File: config.mk
export PLATFORM = sky130hd
export DESIGN_NAME = spi_sr_lock
export DESIGN_NICKNAME = d
export VERILOG_FILES = /design/src/rtl/spi_sr_pkg.sv /design/src/rtl/spi_sr_sync.sv /design/src/rtl/spi_sr_frame.sv /design/src/rtl/spi_sr_ctrl.sv /design/src/rtl/spi_sr_lock.sv
export SDC_FILE = /design/constraint.sdc
export NUM_CORES = 1
export LEC_CHECK = 0
export BUFFER_PORTS_ARGS = -buffer_cell sky130_fd_sc_hd__buf_2
export CAP_MARGIN = 0
export CORE_MARGIN = 3
export CORE_UTILIZATION = 30
export CTS_BUF_LIST = sky130_fd_sc_hd__clkbuf_4 sky130_fd_sc_hd__clkbuf_8
export CTS_CLUSTER_SIZE = 28
export DETAILED_ROUTE_END_ITERATION = 10
export PLACE_DENSITY = 0.56
export RECOVER_POWER = 100
export SYNTH_ARGS = -nofsm -noshare
export SYNTH_HDL_FRONTEND = slang
export SYNTH_SLANG_ARGS = --single-unit
File: constraint.sdc
create_clock -name clk -period 2.5 [get_ports clk]
set_clock_uncertainty 0.2 [all_clocks]
set_input_delay 0.125 -clock clk [delete_from_list [all_inputs] [get_ports clk]]
set_output_delay 0.125 -clock clk [all_outputs]
set_load 0.01 [all_outputs]
File: src/rtl/spi_sr_pkg.sv
package spi_sr_pkg;
  localparam int SR_W      = 8;
  localparam int OPC_W     = 8;
  localparam int BP_LSB    = 2;
  localparam int BP_W      = 4;
  localparam int LOCK_POS  = 7;
  localparam logic [OPC_W-1:0] OPC_WR_EN = 8'h06;
  localparam logic [OPC_W-1:0] OPC_SR_EN = 8'h50;
  localparam logic [OPC_W-1:0] OPC_SR_WR = 8'h01;

  typedef struct packed {
    logic sck;
    logic cs_n;
    logic mosi;
    logic wp_n;
  } pins_t;
endpackage

File: src/rtl/spi_sr_sync.sv
module spi_sr_sync #(
  parameter int W      = 4,
  parameter int STAGES = 2,
  parameter logic [W-1:0] RST_VAL = '0
) (
  input  logic         clk,
  input  logic         rst,
  input  logic [W-1:0] d,
  output logic [W-1:0] q
);
  logic [STAGES-1:0][W-1:0] stg;

  always_ff @(posedge clk) begin
    if (rst) begin
      for (int k = 0; k < STAGES; k++) stg[k] <= RST_VAL;
    end else begin
      stg[0] <= d;
      for (int k = 1; k < STAGES; k++) stg[k] <= stg[k-1];
    end
  end

  assign q = stg[STAGES-1];
endmodule

File: src/rtl/spi_sr_frame.sv
module spi_sr_frame #(
  parameter int OP_BITS  = 8,
  parameter int DAT_BITS = 8,
  localparam int TOT = OP_BITS + DAT_BITS,
  localparam int CW  = $clog2(TOT + 2),
  localparam int SHW = (OP_BITS > DAT_BITS) ? OP_BITS : DAT_BITS
) (
  input  logic                clk,
  input  logic                rst,
  input  logic                sck_s,
  input  logic                cs_s,
  input  logic                mosi_s,
  output logic                cs_rise,
  output logic [CW-1:0]       cnt,
  output logic [OP_BITS-1:0]  op,
  output logic [DAT_BITS-1:0] dat
);
  logic          sck_p, cs_p;
  logic          sck_rise, cs_fall;
  logic [SHW-1:0] sh_q;
  logic [CW-1:0]  cnt_q;
  logic [OP_BITS-1:0] op_q;

  assign sck_rise = sck_s & ~sck_p;
  assign cs_fall  = ~cs_s & cs_p;
  assign cs_rise  = cs_s & ~cs_p;

  always_ff @(posedge clk) begin
    if (rst) begin
      sck_p <= 1'b0;
      cs_p  <= 1'b1;
      cnt_q <= '0;
      sh_q  <= '0;
      op_q  <= '0;
    end else begin
      sck_p <= sck_s;
      cs_p  <= cs_s;
      if (cs_fall) begin
        cnt_q <= '0;
      end else if (sck_rise && !cs_s) begin
        sh_q <= {sh_q[SHW-2:0], mosi_s};
        if (cnt_q != CW'(TOT + 1)) cnt_q <= cnt_q + 1'b1;
        if (cnt_q == CW'(OP_BITS - 1)) op_q <= {sh_q[OP_BITS-2:0], mosi_s};
      end
    end
  end

  assign cnt = cnt_q;
  assign op  = op_q;
  assign dat = sh_q[DAT_BITS-1:0];


  cnt_cap_chk: assert property (@(posedge clk) disable iff (rst)
    cnt_q <= CW'(TOT + 1));


  op_hold_chk: assert property (@(posedge clk) disable iff (rst)
    (cnt_q >= CW'(OP_BITS)) |=> $stable(op_q));
endmodule

File: src/rtl/spi_sr_ctrl.sv
module spi_sr_ctrl
  import spi_sr_pkg::*;
#(
  parameter logic [BP_W-1:0] INIT_BP = '1,
  parameter int OP_BITS  = 8,
  parameter int DAT_BITS = 8,
  localparam int TOT = OP_BITS + DAT_BITS,
  localparam int CW  = $clog2(TOT + 2)
) (
  input  logic                clk,
  input  logic                rst,
  input  logic                cs_rise,
  input  logic [CW-1:0]       cnt,
  input  logic [OP_BITS-1:0]  op,
  input  logic [DAT_BITS-1:0] dat,
  input  logic                wp_s,
  output logic [SR_W-1:0]     status,
  output logic                wel
);
  logic [BP_W-1:0] bp_q;
  logic            bpl_q;
  logic            wel_q;
  logic            locked, is_en, is_wr;

  assign locked = bpl_q & ~wp_s;
  assign is_en  = (cnt == CW'(OP_BITS)) && ((op == OPC_WR_EN) || (op == OPC_SR_EN));
  assign is_wr  = (cnt >= CW'(OP_BITS)) && (op == OPC_SR_WR);

  always_ff @(posedge clk) begin
    if (rst) begin
      bp_q  <= INIT_BP;
      bpl_q <= 1'b0;
      wel_q <= 1'b0;
    end else if (cs_rise) begin
      if (is_en) begin
        wel_q <= 1'b1;
      end else if (is_wr) begin
        wel_q <= 1'b0;
        if (cnt == CW'(TOT) && wel_q && !locked) begin
          bp_q  <= dat[BP_LSB +: BP_W];
          bpl_q <= dat[LOCK_POS];
        end
      end
    end
  end

  always_comb begin
    status           = '0;
    status[BP_LSB +: BP_W] = bp_q;
    status[LOCK_POS] = bpl_q;
  end
  assign wel = wel_q;


  lock_hold_chk: assert property (@(posedge clk) disable iff (rst)
    (bpl_q && !wp_s) |=> bpl_q);


  no_wel_write_chk: assert property (@(posedge clk) disable iff (rst)
    (cs_rise && !wel_q) |=> $stable({bpl_q, bp_q}));


  commit_on_rise_chk: assert property (@(posedge clk) disable iff (rst)
    !cs_rise |=> $stable({bpl_q, bp_q}));


  wel_clear_chk: assert property (@(posedge clk) disable iff (rst)
    (cs_rise && cnt >= CW'(OP_BITS) && op == OPC_SR_WR) |=> !wel_q);
endmodule

File: src/rtl/spi_sr_lock.sv
module spi_sr_lock
  import spi_sr_pkg::*;
#(
  parameter int SYNC_STAGES = 2,
  parameter logic [BP_W-1:0] INIT_BP = '1
) (
  input  logic            clk,
  input  logic            rst,
  input  logic            sck,
  input  logic            cs_n,
  input  logic            mosi,
  input  logic            wp_n,
  output logic [SR_W-1:0] status,
  output logic            wel
);
  localparam int TOT = OPC_W + SR_W;
  localparam int CW  = $clog2(TOT + 2);
  localparam pins_t PIN_IDLE = '{sck: 1'b0, cs_n: 1'b1, mosi: 1'b0, wp_n: 1'b1};

  pins_t pin_raw, pin_s;
  logic                cs_rise;
  logic [CW-1:0]       cnt;
  logic [OPC_W-1:0]    op;
  logic [SR_W-1:0]     dat;

  assign pin_raw = '{sck: sck, cs_n: cs_n, mosi: mosi, wp_n: wp_n};

  spi_sr_sync #(.W($bits(pins_t)), .STAGES(SYNC_STAGES), .RST_VAL(PIN_IDLE)) u_sync (
    .clk(clk), .rst(rst), .d(pin_raw), .q(pin_s)
  );

  spi_sr_frame #(.OP_BITS(OPC_W), .DAT_BITS(SR_W)) u_frame (
    .clk(clk), .rst(rst), .sck_s(pin_s.sck), .cs_s(pin_s.cs_n), .mosi_s(pin_s.mosi),
    .cs_rise(cs_rise), .cnt(cnt), .op(op), .dat(dat)
  );

  spi_sr_ctrl #(.INIT_BP(INIT_BP), .OP_BITS(OPC_W), .DAT_BITS(SR_W)) u_ctrl (
    .clk(clk), .rst(rst), .cs_rise(cs_rise), .cnt(cnt), .op(op), .dat(dat),
    .wp_s(pin_s.wp_n), .status(status), .wel(wel)
  );
endmodule

# ---- Word-level counts from Yosys, hierarchy flattened
# Cells that the tools add are included.
dict set report word_totals {
  reg_bits 37
  in_bits 6
  output_inout_bits 9
  word_cells 46
}
dict set report classes {
  add_sub_neg 1
  order_cmp 1
  n_eq_ne 7
  mux 2
  n_bitwise 10
  reduce_logical 15
}
# op count
set ops {}
lappend ops {{equality test 8 x 1 -> 1 bit (second input constant)} 1}
lappend ops {{equality test 8 x 3 -> 1 bit (second input constant)} 1}
lappend ops {{equality test 8 x 7 -> 1 bit (second input constant)} 1}
lappend ops {{inverter 1 bit} 6}
lappend ops {{AND reduction 2 bit} 3}
lappend ops {{adder 5 x 1 -> 5 bit (second input constant)} 1}
lappend ops {{equality test 5 x 3 -> 1 bit (second input constant)} 1}
lappend ops {{equality test 5 x 4 -> 1 bit (second input constant)} 1}
lappend ops {{equality test 5 bit (second input constant)} 1}
lappend ops {{greater-or-equal comparator 5 x 4 -> 1 bit (second input constant)} 1}
lappend ops {{logical AND 1 bit} 5}
lappend ops {{inequality test 5 bit (second input constant)} 1}
lappend ops {{AND 1 bit} 4}
lappend ops {{AND reduction 4 bit} 1}
lappend ops {{AND reduction 3 bit} 1}
lappend ops {{logical NOT 1 bit} 2}
lappend ops {{2-to-1 mux 1 bit} 2}
lappend ops {{nonzero test 2 bit} 1}
lappend ops {{OR reduction 2 bit} 1}
lappend ops {{logical OR 1 bit} 1}

# ---- Depth between registers and ports, before layout
# Gate-level depths: netlist (run 1).
dict set report depth {
  ltp_word 5
  ltp_mapped 6
  mapped_depth_nobuf 6
}

# ---- By module
# A second synthesis (run 1) with hierarchy kept.
dict set report unflattened {
  cells_unflattened 175
  area_unflattened_um2 1584.0
}
# mod n_inst cells_each area_per_inst_um2 seq_area_each_um2
set modules_own_cells {}
lappend modules_own_cells {spi_sr_frame 1 110 952.2 460.4}
lappend modules_own_cells {spi_sr_ctrl 1 45 391.6 120.1}
lappend modules_own_cells {spi_sr_sync 1 20 240.2 160.2}

# ---- Least setup slack after synthesis (run 1)
# OpenSTA, ideal clock, no wires.
dict set report synth_timing {
  path_kind {reg-to-reg}
  start {register u_frame.cs_p}
  end {register u_frame.op_q[0], in the netlist u_frame.op[0]}
  setup_ps 128
  t_arrival_ps 1308
  t_required_ps 2172
  slack_ps 864
  stages_incl_launch_ff 5
  path_buffers 0
  period_less_slack_ps 1636
  cell_sequence {dfxtp_1 -> nor4b_4 -> nand4_4 -> mux2i_1 -> nor2_1}
}
dict set report synth_between {
  elab_chain_cells 3
}
# item line
set synth_rtl {}
lappend synth_rtl {{start, declared} spi_sr_frame.sv:18} ;# logic sck_p, cs_p;
lappend synth_rtl {{start signal, assigned} spi_sr_frame.sv:37} ;# cs_p <= cs_s;
lappend synth_rtl {{AND 1 bit} spi_sr_frame.sv:25} ;# assign cs_fall = ~cs_s & cs_p;
lappend synth_rtl {{inverter 1 bit (no line)} --}
lappend synth_rtl {{AND reduction 3 bit (no line)} --}
lappend synth_rtl {{end signal, assigned} spi_sr_frame.sv:43} ;# if (cnt_q == CW'(OP_BITS - 1)) op_q <= {sh_q[OP_BITS-2:0], mosi_s};
lappend synth_rtl {{end, declared} spi_sr_frame.sv:22} ;# logic [OP_BITS-1:0] op_q;
# Every way passes these cells.
# A chain may end at the register's enable or synchronous reset.

# ---- Final worst setup path (run 1)
dict set report layout_timing {
  start {register u_frame.cnt_q[0], in the netlist u_frame.cnt[0]}
  end {register u_ctrl.bp_q[2]}
}
dict set report layout_between {
  elab_chain_cells 4
  word_cells_on_any_way 9
  classes_between {order compare: 1; eq/ne: 2; bitwise: 1; reduce/logical: 5}
}
# item line
set layout_rtl {}
lappend layout_rtl {{start, declared} spi_sr_frame.sv:21} ;# logic [CW-1:0] cnt_q;
lappend layout_rtl {{start signal, assigned} spi_sr_frame.sv:42} ;# if (cnt_q != CW'(TOT + 1)) cnt_q <= cnt_q + 1'b1;
lappend layout_rtl {{parallel branches: the longest is 3 deep, another holds greater-or-equal comparator 5 x 4 -> 1 bit} --}
lappend layout_rtl {{AND reduction 4 bit (no line) *} --}
lappend layout_rtl {{end signal, assigned} spi_sr_ctrl.sv:40} ;# bp_q <= dat[BP_LSB +: BP_W];
lappend layout_rtl {{end, declared} spi_sr_ctrl.sv:20} ;# logic [BP_W-1:0] bp_q;
# Mark *: on every way between the ends.

==> results of run 1 <==
-- cell usage in the layout, fill, tap and decap left out, types with 4 or more instances in the layout --
master	netlist	routed
mux2i_1	13	13
nor2_1	25	25
clkbuf_8	0	5
or2_2	5	5
buf_2	0	4
dfxtp_1	37	37
clkbuf_1	5	8
dlygate4sd3_1	0	4
nor2b_1	6	6
inv_1	4	4
a21oi_1	11	11
nand2_1	17	17
-- worst register-to-register path: cells and delay by family (launching register included) --
family | cells | cell delay [ns]
AND/OR/NAND/NOR | 2 | 0.74
flip-flops | 1 | 0.36
multiplexers | 1 | 0.26
adder cells (fa/ha/maj) | 1 | 0.13
AO/OA/AOI/OAI | 1 | 0.13
buffers and inverters | 1 | 0.08
-- cells by family (layout without fill, tap and decap cells) --
kind of cell / Yosys count / count (layout) / synth area share (%)
other cells: 1 / 3 / 0.248
fa+ha+maj: 3 / 3 / 2.49
mux: 13 / 13 / 8.62
compound gates: 15 / 15 / 5.22
flops: 37 / 37 / 49.0
xor+xnor: 4 / 4 / 2.32
simple gates: 71 / 71 / 27.8
buf+inv: 13 / 29 / 4.23
-- power by group --
group	switching [mW]	internal, mW	leakage [nW]
logic	0.0164	0.0145	0.306
clock network	0.201	0.204	0.0484
registers	0.00410	0.596	0.300
-- layout make-up --
cell class              instances  area share (%)
clock inverters                 2           0.584
flip-flops and latches         37            43.2
repair buffers                 17            5.70
inverters                       4           0.877
multi-input cells             109            40.2
well taps                      67            4.89
clock buffers                   6            4.46
-- flip-flops by register name, summed over array words and instances, names as in the netlist --
name           flops
u_ctrl.bp_q        4
u_ctrl.bpl_q       1
u_ctrl.wel         1
u_frame.cnt        5
u_frame.cs_p       1
u_frame.dat        8
u_frame.op         8
u_frame.sck_p      1
u_sync.q           4
u_sync.stg         4
-- worst paths after layout --
path | from | end | slack [ns] | depth (start not counted)
hold / removal | u_sync.stg[2]$_SDFF_PP1_ | u_sync.q[2]$_SDFF_PP1_ | 0.21 | 1
setup / recovery | u_frame.cnt[0]$_SDFFE_PP0P_ | u_ctrl.bp_q[2]$_SDFFE_PP1P_ | 0.54 | 6
hold reg to reg | u_sync.stg[2]$_SDFF_PP1_ | u_sync.q[2]$_SDFF_PP1_ | 0.21 | 1
setup reg to reg | u_frame.cnt[0]$_SDFFE_PP0P_ | u_ctrl.bp_q[2]$_SDFFE_PP1P_ | 0.54 | 6
-- through the flow --
stage | std cells | utilization, % | power, mW | hold slack [ns] | setup WS [ns]
2_1_floorplan | 159 | - | 0.637 | 0.0288 | 0.864
3_3_place_gp | 230 | 33.9 | 0.641 | 0.108 | 0.723
3_5_place_dp | 230 | 33.9 | 0.641 | 0.115 | 0.694
4_1_cts | 242 | 36.5 | 1.06 | 0.126 | 0.676
5_1_grt | 242 | 35.8 | 1.08 | 0.226 | 0.325
6_report | 242 | 35.8 | 1.04 | 0.213 | 0.543
-- layer usage --
layer	vias up	part of all wire [%]	global-route usage (%)
met5	-	0	0
met4	0	2.9	6.52
met3	7	3.5	3.52
met1	458	53	13.3
met2	14	40	14.6
li1	544	-	-
-- timing repair --
action                                 CTS  global route
resized for setup                        0             0
hold buffers                             4             0
endpoints found under the hold margin    4             0
==> impl_metrics.toml, run 1 <==
[run_status]
status = "finished clean"

[sta]
tightest_slew_ns = 1.47
relSlewSlack_pct = 2.12
hold_viol = 0
period_minus_slack_ns = 1.96
finalCritPeriodShare_pct = 78.3
finalMaxSlewViolations = 0
grt_setup_unrepaired = "no"
fmax_ghz = 0.511
report.final.setup_viol = 0
fin_setup_tns_ns = 0

[global_routing]
antenna_found_initial = 0
grt_pass1_wl_mm = 4.73
grt-ovfl-total = 0
grt_pass1_vias = 1001
grt_max_degree = 39
grt_use_total_pct = 10.3

[yosys]
synth_top_area_share_pct = 49.0
synth.area.top_cells = "dfxtp_1 (49%), mux2i_1 (8.6%), nor2_1 (6.2%)"
syn-instance-count = 157
avgSynthCellArea_um2 = 9.62
syn_area_um2 = 1510
synth_ff_type = "dfxtp_1"
yosysWarnings = 0
synth_seq_area_share_pct = 49.0
async_flop_share_pct = 0
synth_commonest_cells = "dfxtp_1 (37), nor2_1 (25), nand2_1 (17)"
synth-edff-count = 0
yosys.cell_count.top_type = "dfxtp_1"
ys_ff_latch = 37
synth_area_leader_cell = "dfxtp_1"
ys_types = 31

[run]
maxCapViolCount = 0

[route]
ant_nets = 0
first_pass_iters = 2
drc_errors = 0
wl_per_cell_um = 10.8
vias = 1023
drt_iter0_markers = 13
via_per_inst = 4.23
routed_wl_mm = 2.62

[floorplan]
die-height_um = 77.0
initial_core_util_pct = 31.6
io_pins = 15
core_area_um2 = 4790
die_w_um = 77.0
dieArea_um2 = 5920
placement_rows = 25

[cts]
cts_root_buffer = "clkbuf_8"
cts_tree = "yes"
h-tree-depth = 2
cts_buffers = 5
clkLatencyLatePin_ns = 0.29
cts_num_sinks = 37
clk_pin_slew_worst_paths_ns = 0.07
cts_setup_buffers = 0
clk_path_buf_depth = 2

[worst_setup_path]
critical_path.slowest_cell = "nor4_2"
cp.arrival_ns = 1.97
critPathTopFamily = "simple AND/OR/NAND/NOR gates"
worstSetupEndpointType = "flip-flop"
crit_chain = "inv_1, ha_1, nor2b_1, o21ai_0, nor4_2, mux2i_1"
path_buf_inv = 1
start_kind = "flip-flop"
required_ns = 2.52
crit_fanout = 5
criticalPathCategory = "reg2reg"
cp_slowest_stage_delay_ns = 0.59

[final_layout]
num-nets-final = 183
area_delta_synth_final_pct = 13.4
regArea_um2 = 741
n_antenna_cell = 0
fin_area_um2 = 1710
n_fill_cell = 506
multi_input_area_um2 = 689
drive_above_1_share_pct = 13.1

[placed_design]
globalplace.congestion = 0.769
placed_area_um2 = 1620
portBuffers = 11
dp_hpwl_mm = 1.80

[power_and_ir_drop]
irDropWorstVdd_v = 0.000296
pwr_density_cell_nw_per_um2 = 605
power_leakage_nw = 0.655

[worst_hold_path]
hp-class = "reg2reg"
No activity file was read; power rests on OpenSTA's default activity.
==> run 2, diff against run 1 <==
- clock period: 2.5 -> 1.99 ns (I/O delays scaled with it)
==> run 2 against run 1 <==
Setup slack worse by 0.31 ns. Final cell count is 0.41% higher. Sequential cell count stayed put. Clock power is 66% higher. Non-clock buffer count is 1 higher. Routed wire length is 1.1% lower. Critical path depth is 1 higher. Die area stayed put. Clock-buffer cell count stayed put. Sequential share of layout area is 1.4 points lower. Combinational power is 27% higher. Largest cell class unchanged. Highest routed layer unchanged.
==> impl_metrics.toml, run 2 (synthesis gave the netlist of run 1 again) <==
[run_status]
status = "finished clean"

[floorplan]
io_pins = 15
die-height_um = 77.0
dieArea_um2 = 5920
die_w_um = 77.0
placement_rows = 25
core_area_um2 = 4790
initial_core_util_pct = 31.6

[placed_design]
dpl.cell_count = 231
dp_hpwl_mm = 1.78
portBuffers = 11
globalplace.congestion = 0.754
dp_slack_ns = 0.254

[global_routing]
grt-ovfl-total = 0
grt_max_degree = 39
grt_pass1_wl_mm = 4.44
grt_pass1_vias = 978
antenna_found_initial = 0
grt_use_total_pct = 9.50

[sta]
grt_setup_unrepaired = "no"
period_minus_slack_ns = 1.76
tightest_slew_ns = 1.46
report.final.setup_viol = 0
fin_setup_tns_ns = 0
finalCritPeriodShare_pct = 88.3
hold_viol = 0
fmax_ghz = 0.569
fin_ws_ns = 0.232
finalMaxSlewViolations = 0
fin_hold_ws_ns = 0.214
relSlewSlack_pct = 2.57

[route]
ant_nets = 0
routed_wl_mm = 2.59
vias = 1027
wl_met1_mm = 1.27
drt_iter0_markers = 35
top_layer_used = "met4"
drc_errors = 0
route.met2.wl_mm = 1.16
met3RoutedLength_um = 84
via_per_inst = 4.23
first_pass_iters = 4
wl_per_cell_um = 10.6

[power_and_ir_drop]
power_leakage_nw = 0.685
irDropWorstVdd_v = 0.000503
pwr_density_cell_nw_per_um2 = 829

[final_layout]
drive_above_1_share_pct = 14.2
num-nets-final = 184
area_delta_synth_final_pct = 17.2
n_fill_cell = 484
multi_input_area_um2 = 704
n_antenna_cell = 0
mostFrequentLayoutCells = "dfxtp_1 (37), nor2_1 (25), nand2_1 (17)"
regArea_um2 = 741
mostFrequentLayoutCell = "dfxtp_1"
stdcell_count = 243

[cts]
clk_pin_slew_worst_paths_ns = 0.07
clk_path_buf_depth = 2
cts_num_sinks = 37
cts_setup_buffers = 0
clkLatencyLatePin_ns = 0.29
cts_root_buffer = "clkbuf_8"
h-tree-depth = 2
cts_tree = "yes"
cts_buffers = 5

[worst_setup_path]
cp_slowest_stage_delay_ns = 0.36
start_kind = "flip-flop"
criticalPathCategory = "reg2reg"
crit_chain = "inv_1, ha_1, nor2b_1, o21ai_0, nor4_4, buf_4, mux2i_1"
required_ns = 2.01
crit_fanout = 5
cp.arrival_ns = 1.78
critical_path.slowest_cell = "dfxtp_1"
critPathTopFamily = "flip-flops"
path_buf_inv = 2
worstSetupEndpointType = "flip-flop"

[run]
maxCapViolCount = 0

[worst_hold_path]
hp-class = "reg2reg"
## run 2: changes by cell type in the layout (fill, tap and decap cells not counted), sizes merged
cell | previous run | this run
buf | 5 | 6
clkinv | 2 | 0
bufinv | 0 | 1
clkinvlp | 0 | 1
## run 2: final timing paths
kind | endpoint | cells after the start | startpoint | slack (ns)
max | u_ctrl.bp_q[3]$_SDFFE_PP1P_ | 7 | u_frame.cnt[0]$_SDFFE_PP0P_ | 0.23
min | u_sync.q[0]$_SDFF_PP1_ | 1 | u_sync.stg[0]$_SDFF_PP1_ | 0.21
max reg2reg | u_ctrl.bp_q[3]$_SDFFE_PP1P_ | 7 | u_frame.cnt[0]$_SDFFE_PP0P_ | 0.23
min reg2reg | u_sync.q[0]$_SDFF_PP1_ | 1 | u_sync.stg[0]$_SDFF_PP1_ | 0.21
## run 2: repair_timing
action,CTS,global route
hold endpoints to repair,4,0
hold buffers,4,0
gates resized for setup,0,0
## run 2: cell type report
| class | instances | share of cell area [%] |
|---|---|---|
| sequential | 37 | 41.9 |
| multi-input combinational | 109 | 39.8 |
| timing repair buffer | 18 | 5.94 |
| tap | 67 | 4.74 |
| clock buffer | 6 | 4.67 |
| clock inverter | 2 | 2.12 |
| inverter | 4 | 0.849 |
## run 2: per-stage QoR
stage                     instance area (um2)  util [%]  power [mW]
after floorplan                          1520         -       0.800
after global placement                   1630      34.1       0.805
after detailed placement                 1630      34.1       0.805
after CTS                                1790      37.4        1.49
after global routing                     1770      37.0        1.52
final                                    1770      37.0        1.47
## run 2: worst reg2reg max path, stage by stage, from the launching register on
cell,delay (ns)
dfxtp_1,0.36
inv_1,0.07
ha_1,0.13
nor2b_1,0.19
o21ai_0,0.19
nor4_4,0.16
buf_4,0.20
mux2i_1,0.19
## run 2: metal layers
metal	global-route usage, %	up-vias
li1	-	550
met1	11.3	457
met2	14.9	14
met3	3.17	6
met4	5.43	0
met5	0	-
## run 2: where the power goes
group	leakage (nW)	total (mW)	internal, mW	switching (mW)
clock	0.0574	0.674	0.407	0.267
combinational	0.327	0.0393	0.0179	0.0214
sequential	0.300	0.753	0.749	0.00447
